## config.mk

```make
export PLATFORM = sky130hd
export DESIGN_NAME = qchan_ctrl
export DESIGN_NICKNAME = d
export VERILOG_FILES = /design/src/rtl/qchan_pkg.sv /design/src/rtl/qchan_regs.sv /design/src/rtl/qchan_fsm.sv /design/src/rtl/qchan_ctrl.sv
export SDC_FILE = /design/constraint.sdc
export NUM_CORES = 1
export LEC_CHECK = 0
export BUFFER_PORTS_ARGS = -buffer_cell sky130_fd_sc_hd__buf_2
export CAP_MARGIN = 20
export CORE_MARGIN = 2
export CORE_UTILIZATION = 39
export DETAILED_ROUTE_END_ITERATION = 8
export GPL_ROUTABILITY_DRIVEN = 0
export PLACE_DENSITY_LB_ADDON = 0.2
export SLEW_MARGIN = 5
export SYNTH_ARGS = -nofsm -noshare
export SYNTH_HDL_FRONTEND = slang
export SYNTH_SLANG_ARGS = --single-unit
```

## constraint.sdc

```tcl
create_clock -name clk -period 2 [get_ports clk]
set_clock_uncertainty 0.2 [all_clocks]
set_input_delay 0.4 -clock clk [delete_from_list [all_inputs] [get_ports clk]]
set_output_delay 0.4 -clock clk [all_outputs]
set_load 0.005 [all_outputs]
```

## src/rtl/qchan_pkg.sv

```systemverilog
package qchan_pkg;

  typedef enum logic [3:0] {
    ST_IDLE   = 4'd0,
    ST_RUN    = 4'd1,
    ST_CPL    = 4'd2,
    ST_PAUSE  = 4'd3,
    ST_HALT   = 4'd4,
    ST_ABORT  = 4'd5,
    ST_WAIT   = 4'd6,
    ST_BUFCLR = 4'd7
  } chanState_e;

  // strobes from the control FSM to the pointer/register datapath
  typedef struct packed {
    logic engStart;
    logic headInc;
    logic ptrClr;
  } ctlStrobe_t;

  // configuration and work indication from the datapath to the FSM
  typedef struct packed {
    logic enable;
    logic pause;
    logic abortOnErr;
    logic rstReq;
    logic workPending;
  } chanCfg_t;

  localparam logic [1:0] ADDR_CTL0   = 2'd0;
  localparam logic [1:0] ADDR_CTL1   = 2'd1;
  localparam logic [1:0] ADDR_STATUS = 2'd2;
  localparam logic [1:0] ADDR_PTRS   = 2'd3;

  localparam int CTL0_EN_BIT    = 0;
  localparam int CTL0_ABORT_BIT = 2;
  localparam int CTL0_PAUSE_BIT = 4;
  localparam int CTL1_RST_BIT   = 0;
  localparam int HEAD_LSB       = 16;

endpackage

```

## src/rtl/qchan_regs.sv

```systemverilog
module qchan_regs
  import qchan_pkg::*;
#(
  parameter int DEPTH  = 8,
  parameter int DATA_W = 32,
  localparam int PTR_W = $clog2(DEPTH)
) (
  input  logic              clk,
  input  logic              rstN,
  input  logic              regWe,
  input  logic [1:0]        regAddr,
  input  logic [DATA_W-1:0] regWdata,
  output logic [DATA_W-1:0] regRdata,
  input  ctlStrobe_t        strb,
  input  logic [3:0]        stateCode,
  output chanCfg_t          cfg,
  output logic [PTR_W-1:0]  sqTail,
  output logic [PTR_W-1:0]  cqHead
);

  logic             enableQ, pauseQ, abortQ, rstReqQ;
  logic [PTR_W-1:0] sqTailQ, cqHeadQ;
  logic             wrCtl0, wrCtl1, wrPtrs;

  assign wrCtl0 = regWe && (regAddr == ADDR_CTL0);
  assign wrCtl1 = regWe && (regAddr == ADDR_CTL1);
  assign wrPtrs = regWe && (regAddr == ADDR_PTRS);

  always_ff @(posedge clk or negedge rstN) begin
    if (!rstN) begin
      enableQ <= 1'b0;
      pauseQ  <= 1'b0;
      abortQ  <= 1'b0;
    end else if (wrCtl0) begin
      enableQ <= regWdata[CTL0_EN_BIT];
      pauseQ  <= regWdata[CTL0_PAUSE_BIT];
      abortQ  <= regWdata[CTL0_ABORT_BIT];
    end
  end

  // reset request clears itself when the clear cycle completes
  always_ff @(posedge clk or negedge rstN) begin
    if (!rstN)            rstReqQ <= 1'b0;
    else if (strb.ptrClr) rstReqQ <= 1'b0;
    else if (wrCtl1)      rstReqQ <= regWdata[CTL1_RST_BIT];
  end

  always_ff @(posedge clk or negedge rstN) begin
    if (!rstN)            sqTailQ <= '0;
    else if (strb.ptrClr) sqTailQ <= '0;
    else if (wrPtrs)      sqTailQ <= regWdata[PTR_W-1:0];
  end

  always_ff @(posedge clk or negedge rstN) begin
    if (!rstN)             cqHeadQ <= '0;
    else if (strb.ptrClr)  cqHeadQ <= '0;
    else if (strb.headInc) cqHeadQ <= cqHeadQ + 1'b1;
  end

  always_comb begin
    regRdata = '0;
    unique case (regAddr)
      ADDR_CTL0: begin
        regRdata[CTL0_EN_BIT]    = enableQ;
        regRdata[CTL0_PAUSE_BIT] = pauseQ;
        regRdata[CTL0_ABORT_BIT] = abortQ;
      end
      ADDR_CTL1:   regRdata[CTL1_RST_BIT] = rstReqQ;
      ADDR_STATUS: regRdata[3:0] = stateCode;
      ADDR_PTRS: begin
        regRdata[PTR_W-1:0]           = sqTailQ;
        regRdata[HEAD_LSB +: PTR_W]   = cqHeadQ;
      end
      default: regRdata = '0;
    endcase
  end

  assign cfg.enable      = enableQ;
  assign cfg.pause       = pauseQ;
  assign cfg.abortOnErr  = abortQ;
  assign cfg.rstReq      = rstReqQ;
  assign cfg.workPending = (sqTailQ != cqHeadQ);
  assign sqTail          = sqTailQ;
  assign cqHead          = cqHeadQ;

  // a clear cycle leaves both pointers and the request at zero
  a_r9_clear_zeroes_ptrs: assert property (@(posedge clk) disable iff (!rstN)
    strb.ptrClr |=> (sqTailQ == '0) && (cqHeadQ == '0) && !rstReqQ);

  // register writes never move the head
  a_r10_head_only_by_fsm: assert property (@(posedge clk) disable iff (!rstN)
    (!strb.headInc && !strb.ptrClr) |=> $stable(cqHeadQ));

endmodule

```

## src/rtl/qchan_fsm.sv

```systemverilog
module qchan_fsm
  import qchan_pkg::*;
(
  input  logic       clk,
  input  logic       rstN,
  input  chanCfg_t   cfg,
  input  logic       engDone,
  input  logic       engErr,
  output ctlStrobe_t strb,
  output logic [3:0] stateCode
);

  chanState_e stateQ, stateNxt;

  always_ff @(posedge clk or negedge rstN) begin
    if (!rstN) stateQ <= ST_IDLE;
    else       stateQ <= stateNxt;
  end

  always_comb begin
    stateNxt = stateQ;
    strb     = '0;
    unique case (stateQ)
      ST_IDLE: begin
        if (cfg.rstReq)                        stateNxt = ST_BUFCLR;
        else if (cfg.enable && cfg.pause)      stateNxt = ST_PAUSE;
        else if (cfg.enable && cfg.workPending) begin
          stateNxt      = ST_RUN;
          strb.engStart = 1'b1;
        end
      end
      ST_RUN: begin
        if (engErr)       stateNxt = cfg.abortOnErr ? ST_ABORT : ST_WAIT;
        else if (engDone) stateNxt = ST_CPL;
      end
      ST_CPL, ST_WAIT: begin
        strb.headInc = 1'b1;
        if (cfg.rstReq)       stateNxt = ST_BUFCLR;
        else if (!cfg.enable) stateNxt = ST_HALT;
        else if (cfg.pause)   stateNxt = ST_PAUSE;
        else                  stateNxt = ST_IDLE;
      end
      ST_PAUSE: begin
        if (cfg.rstReq)      stateNxt = ST_BUFCLR;
        else if (!cfg.pause) stateNxt = cfg.enable ? ST_IDLE : ST_HALT;
      end
      ST_HALT: begin
        if (cfg.rstReq)      stateNxt = ST_BUFCLR;
        else if (cfg.enable) stateNxt = ST_IDLE;
      end
      ST_ABORT: begin
        if (cfg.rstReq) stateNxt = ST_BUFCLR;
      end
      ST_BUFCLR: begin
        strb.ptrClr = 1'b1;
        stateNxt    = ST_IDLE;
      end
      default: stateNxt = ST_IDLE;
    endcase
  end

  assign stateCode = stateQ;

  // RUN is only entered from a ready, enabled queue with work
  a_r3_run_entry: assert property (@(posedge clk) disable iff (!rstN)
    (stateQ == ST_RUN && $past(stateQ) != ST_RUN) |->
      $past(cfg.enable && !cfg.pause && cfg.workPending));

  // RUN is only left through an engine response
  a_r4_run_holds: assert property (@(posedge clk) disable iff (!rstN)
    (stateQ == ST_RUN && !engDone && !engErr) |=> stateQ == ST_RUN);

  // nothing launches while paused
  a_r5_pause_no_start: assert property (@(posedge clk) disable iff (!rstN)
    (stateQ == ST_PAUSE) |-> !strb.engStart);

  // abort is sticky until a reset request
  a_r8_abort_sticky: assert property (@(posedge clk) disable iff (!rstN)
    (stateQ == ST_ABORT && !cfg.rstReq) |=> stateQ == ST_ABORT);

endmodule

```

## src/rtl/qchan_ctrl.sv

```systemverilog
module qchan_ctrl
  import qchan_pkg::*;
#(
  parameter int DEPTH  = 8,
  parameter int DATA_W = 32
) (
  input  logic                       clk,
  input  logic                       rstN,
  input  logic                       regWe,
  input  logic [1:0]                 regAddr,
  input  logic [DATA_W-1:0]          regWdata,
  output logic [DATA_W-1:0]          regRdata,
  input  logic                       engDone,
  input  logic                       engErr,
  output logic                       engStart,
  output logic [3:0]                 chanState,
  output logic [$clog2(DEPTH)-1:0]   sqTail,
  output logic [$clog2(DEPTH)-1:0]   cqHead
);

  localparam int PTR_W = $clog2(DEPTH);

  ctlStrobe_t strb;
  chanCfg_t   cfg;
  logic [3:0] stateCode;

  qchan_regs #(.DEPTH(DEPTH), .DATA_W(DATA_W)) u_regs (
    .clk      (clk),
    .rstN     (rstN),
    .regWe    (regWe),
    .regAddr  (regAddr),
    .regWdata (regWdata),
    .regRdata (regRdata),
    .strb     (strb),
    .stateCode(stateCode),
    .cfg      (cfg),
    .sqTail   (sqTail),
    .cqHead   (cqHead)
  );

  qchan_fsm u_fsm (
    .clk      (clk),
    .rstN     (rstN),
    .cfg      (cfg),
    .engDone  (engDone),
    .engErr   (engErr),
    .strb     (strb),
    .stateCode(stateCode)
  );

  assign engStart  = strb.engStart;
  assign chanState = stateCode;

  // the pointer ring needs a power-of-two depth to wrap by width
  initial begin
    a_r1_depth_pow2: assert ((1 << PTR_W) == DEPTH);
  end

endmodule

```

; Word-level counts from Yosys, hierarchy flattened
; Index checks and enable logic that the tools add are counted.
; W data, S select, Z words.
[word_totals]
register_bits = 14
inputBits = 39
wordCells = 70
[op_classes]
n_addsub = 1
n_eq_ne = 16
n_mux = 34
n_reduce_logical = 12
[ops]
columns = op, n
row1 = $mux W4, 11
row2 = $pmux W4 S6, 1
row3 = $mux W3, 7
row4 = $eq A4 B3 Y1 const B, 4
row5 = $mux W1, 10
row6 = $ne A3 B3 Y1 const B, 3
row7 = $eq A4 B2 Y1 const B, 2
row8 = $reduce_bool A2 Y1, 3
row9 = $logic_and A1 B1 Y1, 5
row10 = $reduce_and A5 Y1, 1
row11 = $eq A2 B2 Y1 const B, 2
row12 = $eq A4 B1 Y1 const B, 1
row13 = $logic_not A4 Y1, 1
row14 = $mux W2, 2
row15 = $ne A4 B2 Y1 const B, 1
row16 = $pmux W1 S4, 1
row17 = $add A3 B1 Y3 const B, 1
row18 = $ne A3 B3 Y1, 1
row19 = $pmux W1 S3, 1
row20 = $eq A2 B1 Y1 const B, 1
row21 = $logic_not A2 Y1, 1
row22 = $ne A2 B2 Y1 const B, 1
row23 = $pmux W1 S2, 1
row24 = $reduce_or A2 Y1, 1

; Longest topological paths before layout
[logic_depth]
ltp_word = 6
mapped_depth = 6
ltp_nobuf = 5

; By module
; Synthesis repeated with hierarchy kept, for this count alone.
[unflattened]
cells_unflattened = 125
area_unflattened_um2 = 1137.3
[by_module_without_submodules]
columns = module, instances, cells_per_inst, area_per_inst_um2
row1 = qchan_regs, 1, 84, 823.3
row2 = qchan_fsm, 1, 41, 314.1

; Worst setup path before layout
; OpenSTA, ideal clock, no wires.
[synth_timing]
path_kind = input to output
startpoint = input regAddr[1]
endpoint = output regRdata[0]
arrival_ns = 1.200
t_required_ns = 1.400
path_slack_ns = 0.200
cell_stages = 2
path_buffers = 1
cell_sequence = clkbuf_1 mux4_2
[synth_via]
elab_chain_cells = 2
word_cells_on_any_way = 5
[synth_lines]
columns = element, line_no
row1 = from (decl), qchan_ctrl.sv:10  ; input logic [1:0] regAddr,
row2 = $eq A2 B2 Y1 (tied with other cells), qchan_regs.sv:62  ; unique case (regAddr)
row3 = $pmux W1 S4 *, qchan_regs.sv:62
row4 = to (decl), qchan_ctrl.sv:12  ; output logic [DATA_W-1:0] regRdata,
; Mark *: on every way between the ends. The rest lies on a longest branch, timed or not.

; Worst setup path after layout
[layout_timing]
startpoint = register u_regs.cqHeadQ[0], in the netlist u_regs.cqHead[0]
endpoint = output engStart
[layout_via]
elab_chain_cells = 6
[layout_lines]
columns = element, line_no
row1 = from (decl), qchan_regs.sv:22  ; logic [PTR_W-1:0] sqTailQ, cqHeadQ;
row2 = from (signal assigned), qchan_regs.sv:57  ; else if (strb.headInc) cqHeadQ <= cqHeadQ + 1'b1;
row3 = $ne A3 B3 Y1, qchan_regs.sv:82  ; assign cfg.workPending = (sqTailQ != cqHeadQ);
row4 = $logic_and A1 B1 Y1, qchan_fsm.sv:27  ; else if (cfg.enable && cfg.workPending) begin
row5 = $mux W1, qchan_fsm.sv:27
row6 = $mux W1, qchan_fsm.sv:26  ; else if (cfg.enable && cfg.pause) stateNxt = ST_PAUSE;
row7 = $mux W1, qchan_fsm.sv:25  ; if (cfg.rstReq) stateNxt = ST_BUFCLR;
row8 = $mux W1, qchan_fsm.sv:23  ; unique case (stateQ)
row9 = to (decl), qchan_ctrl.sv:15  ; output logic engStart,
; Every way passes these cells.

==> impl_metrics.json <==
{
  "io-pin-count": 82,
  "via_count": 900,
  "initial_core_utilization": 0.420,
  "chipHeight_um": 56.1,
  "clock_tree.root_cell": "sky130_fd_sc_hd__clkbuf_4",
  "drt_pass1_iterations": 4,
  "crit_path_start_kind": "flip-flop",
  "worst_skew_pair.late_latency_ns": 0.28,
  "ys_seq_elements": 13,
  "syn-mean-instance-area_um2": 9.05,
  "arrival_time_at_the_worst_endpoint_ns": 1.37,
  "hold_path_class": "input pin to flip-flop",
  "die_x_um": 56.1,
  "critical_path.cell_chain": "xor2_1, o31ai_2, nor2_1, buf_2",
  "grt-ovfl-total": 0,
  "grt_max_degree": 14,
  "timing.final.crit_period_ns": 1.97,
  "post_synth_instance_area_mm2": 0.00106,
  "synthesis.yosys.warnings": 0,
  "stdcell_area_mm2": 0.00120,
  "timing.final.setup_violations": 0,
  "antenna_found_initial": 0,
  "drc": 0,
  "timing.critical_path.fanout_max": 6,
  "outcome": "complete, no violations",
  "cts_buffer_depth": 2,
  "peakVddDrop_v": 0.000605,
  "n_antenna_cell": 0,
  "detailed_place_hpwl_mm": 1.72,
  "layout.filler_cells": 256,
  "clock_tree.htree_level_count": 1,
  "crit_slowest_cell": "sky130_fd_sc_hd__dfrtp_2",
  "global_route_wire_length_before_repair_mm": 3.64,
  "dp.cells": 170,
  "rsz_0062_raised_after_global_routing": "yes",
  "finalNetCount": 190,
  "cts_inserted_buffers": 3,
  "crit_path_max_incr_delay_ns": 0.45,
  "synthDistinctLibCells": 35,
  "max_cap_violations": 0,
  "rows": 18,
  "synth.yosys.seq_area_share": 0.307,
  "clk_pin_slew_ns": 0.08,
  "period_share": 0.985,
  "port_buffers": 27,
  "drt.antenna.violating_nets": 0,
  "placeableCoreArea_mm2": 0.00252,
  "cts_tree": "built",
  "syn-instance-count": 117,
  "crit_required_ns": 1.40,
  "grt_usage": 0.146,
  "number_of_global_route_vias_before_repair": 807,
  "hold_violation_count_in_the_final_report": 0,
  "maxSlewViolCount": 0,
  "hold-worst-slack_ns": 0.153,
  "finalCoreUtilization": 0.475,
  "layout-area-overhead-vs-synth_pct": 13.2,
  "finalNonFillerCells": 179,
  "setup.worst_path.end_class": "primary output",
  "power_density_mw_per_mm2": 1370,
  "drt-total-wl_mm": 2.29,
  "drt_first_iter_violations": 14,
  "post_dp_cell_area_mm2": 0.00111,
  "drive_above_1_share": 0.356,
  "critPathKind": "flip-flop to primary output",
  "numClockSinks": 13,
  "fp.dieArea_mm2": 0.00315,
  "max_freq_mhz": 508,
  "route.detailed.vias_per_inst": 5.03,
  "route.detailed.wl_per_inst_um": 12.8,
  "leakagePower_nw": 0.636
}
[layout by cell type, fill, tap and decap left out]
master                          instances
sky130_fd_sc_hd__dlygate4sd3_1          1
sky130_fd_sc_hd__nor2b_1                3
sky130_fd_sc_hd__a32o_1                 1
sky130_fd_sc_hd__a22o_1                 1
sky130_fd_sc_hd__buf_4                  6
sky130_fd_sc_hd__mux2_2                 3
sky130_fd_sc_hd__nor3_1                 1
sky130_fd_sc_hd__o21ai_0                5
sky130_fd_sc_hd__and3_1                 4
sky130_fd_sc_hd__clkbuf_2               1
sky130_fd_sc_hd__nand2_1                7
sky130_fd_sc_hd__buf_2                 27
sky130_fd_sc_hd__mux2i_1                7
sky130_fd_sc_hd__mux4_2                 1
sky130_fd_sc_hd__o22ai_1                2
sky130_fd_sc_hd__nand3b_1               1
sky130_fd_sc_hd__a32oi_1                2
sky130_fd_sc_hd__a2bb2oi_1              1
sky130_fd_sc_hd__o21ai_2                1
sky130_fd_sc_hd__nor2_1                 7
sky130_fd_sc_hd__a211oi_1               1
sky130_fd_sc_hd__nor3b_1                2
sky130_fd_sc_hd__conb_1                26
sky130_fd_sc_hd__clkbuf_1               1
sky130_fd_sc_hd__a41o_1                 1
sky130_fd_sc_hd__nor2_4                 1
sky130_fd_sc_hd__nand3_1                4
sky130_fd_sc_hd__o31ai_2                1
sky130_fd_sc_hd__dfrtp_1                7
sky130_fd_sc_hd__inv_1                  1
sky130_fd_sc_hd__nor2_2                 1
sky130_fd_sc_hd__a21oi_1                2
sky130_fd_sc_hd__clkbuf_4               3
sky130_fd_sc_hd__ha_1                   1
sky130_fd_sc_hd__a21oi_2                1
sky130_fd_sc_hd__nand2b_1               3
sky130_fd_sc_hd__a221oi_1               1
sky130_fd_sc_hd__or4_4                  1
sky130_fd_sc_hd__xor2_1                 3
sky130_fd_sc_hd__dfrtp_2                6
[routing by layer]
metal	global-route usage	routed length, um	vias to the layer above
met1	0.187	960	420
met4	0.0510	18	0
li1	-	-	421
met2	0.224	1110	55
met5	0	0	-
met3	0.0558	205	4
[critical path: cells and delay by family (launching register included)]
| kind | cells | cell delay, ns |
|---|---|---|
| flip-flops | 1 | 0.45 |
| buffers and inverters | 1 | 0.13 |
| XOR/XNOR | 1 | 0.16 |
| AND/OR/NAND/NOR | 1 | 0.07 |
| AO/OA/AOI/OAI | 1 | 0.28 |
[area by class of cell]
| type | instances | area (um^2) | area share |
|---|---|---|---|
| inverter | 1 | 3.75 | 0.00313 |
| sequential | 13 | 333 | 0.278 |
| multi-input combinational | 96 | 603 | 0.503 |
| tap | 30 | 37.5 | 0.0313 |
| timing repair buffer | 35 | 195 | 0.163 |
| clock buffer | 4 | 26.3 | 0.0219 |
[logic make-up (layout without fill, tap and decap cells)]
| kind of cell | count (synthesis) | count (layout) | synth area share |
|---|---|---|---|
| adders and majority gates | 1 | 1 | 0.0118 |
| DFF | 13 | 13 | 0.307 |
| buffers and inverters | 33 | 40 | 0.226 |
| muxes | 11 | 11 | 0.119 |
| xor gates and xnor gates | 3 | 3 | 0.0248 |
| AOI/OAI and AO/OA | 20 | 20 | 0.136 |
| and+or+nand+nor | 35 | 35 | 0.171 |
| other | 1 | 26 | 0.00354 |
[where the power goes]
part / leakage, nW / total [mW] / internal (mW) / switching, mW
logic: 0.468 / 0.894 / 0.448 / 0.446
registers: 0.153 / 0.587 / 0.389 / 0.197
clock network: 0.0150 / 0.166 / 0.0773 / 0.0884
[flip-flops by register name, summed over array words and instances (netlist names)]
signal           flops
u_fsm.stateCode      3
u_regs.abortQ        1
u_regs.cqHead        3
u_regs.enableQ       1
u_regs.pauseQ        1
u_regs.rstReqQ       1
u_regs.sqTail        3
[stage by stage]
| step | TNS, ns | setup WS [ns] | power (mW) |
|---|---|---|---|
| 2_1_floorplan | 0 | 0.200 | 1.16 |
| 3_3_place_gp | 0 | 0.231 | 1.34 |
| 3_5_place_dp | 0 | 0.230 | 1.37 |
| 4_1_cts | 0 | 0.00290 | 1.57 |
| 5_1_grt | -0.0494 | -0.0494 | 1.79 |
| 6_report | 0 | 0.0309 | 1.65 |
[Yosys cell counts]
library cell                count  area (um^2)
sky130_fd_sc_hd__a2bb2oi_1      1         8.76
sky130_fd_sc_hd__buf_2          2         10.0
sky130_fd_sc_hd__o22ai_1        2         12.5
sky130_fd_sc_hd__nand3b_1       1         7.51
sky130_fd_sc_hd__nor2_1         9         33.8
sky130_fd_sc_hd__conb_1         1         3.75
sky130_fd_sc_hd__mux4_2         1         22.5
sky130_fd_sc_hd__a32oi_1        2         17.5
sky130_fd_sc_hd__buf_4         26          195
sky130_fd_sc_hd__buf_6          2         22.5
sky130_fd_sc_hd__nand2b_1       3         18.8
sky130_fd_sc_hd__a32o_1         1         10.0
sky130_fd_sc_hd__mux2_2         3         33.8
sky130_fd_sc_hd__ha_1           1         12.5
sky130_fd_sc_hd__or4_4          1         11.3
sky130_fd_sc_hd__a221oi_1       1         8.76
sky130_fd_sc_hd__mux2i_1        7         70.1
sky130_fd_sc_hd__xor2_1         3         26.3
sky130_fd_sc_hd__o21ai_2        1         8.76
sky130_fd_sc_hd__inv_1          1         3.75
sky130_fd_sc_hd__dfrtp_1       13          325
sky130_fd_sc_hd__nor3b_1        2         15.0
sky130_fd_sc_hd__nor3_1         1         5.00
sky130_fd_sc_hd__a22o_1         1         8.76
sky130_fd_sc_hd__nor2b_1        3         18.8
sky130_fd_sc_hd__a211oi_1       1         7.51
sky130_fd_sc_hd__and3_1         4         25.0
sky130_fd_sc_hd__o31ai_1        1         7.51
sky130_fd_sc_hd__a21oi_2        1         8.76
sky130_fd_sc_hd__clkbuf_1       2         7.51
sky130_fd_sc_hd__o21ai_0        5         25.0
sky130_fd_sc_hd__a41o_1         1         10.0
sky130_fd_sc_hd__nand3_1        4         20.0
sky130_fd_sc_hd__nand2_1        7         26.3
sky130_fd_sc_hd__a21oi_1        2         10.0
[final timing paths]
kind / start / end / slack [ns] / cells after the start
min in group asynchronous: rstN / u_regs.cqHead[1] / 0.35 / 2
max in group asynchronous: rstN / u_regs.enableQ / 0.99 / 2
max reg2reg: u_fsm.stateCode[0] / u_fsm.stateCode[0] / 0.24 / 6
min reg2reg: u_regs.cqHead[0] / u_regs.cqHead[0] / 0.35 / 1
max: u_regs.cqHead[0] / engStart / 0.03 / 4
min: regWdata[4] / u_regs.pauseQ / 0.15 / 2
[repair_timing]
| item | CTS | global route |
|---|---|---|
| setup endpoints to repair | 2 | 3 |
| cloned | 0 | 0 |
| gates resized for setup | 4 | 6 |
| setup buffers | 0 | 4 |
| hold buffers | 1 | 0 |
| hold endpoints to repair | 13 | 0 |
Note: power is estimated with default switching activity, not from simulation.
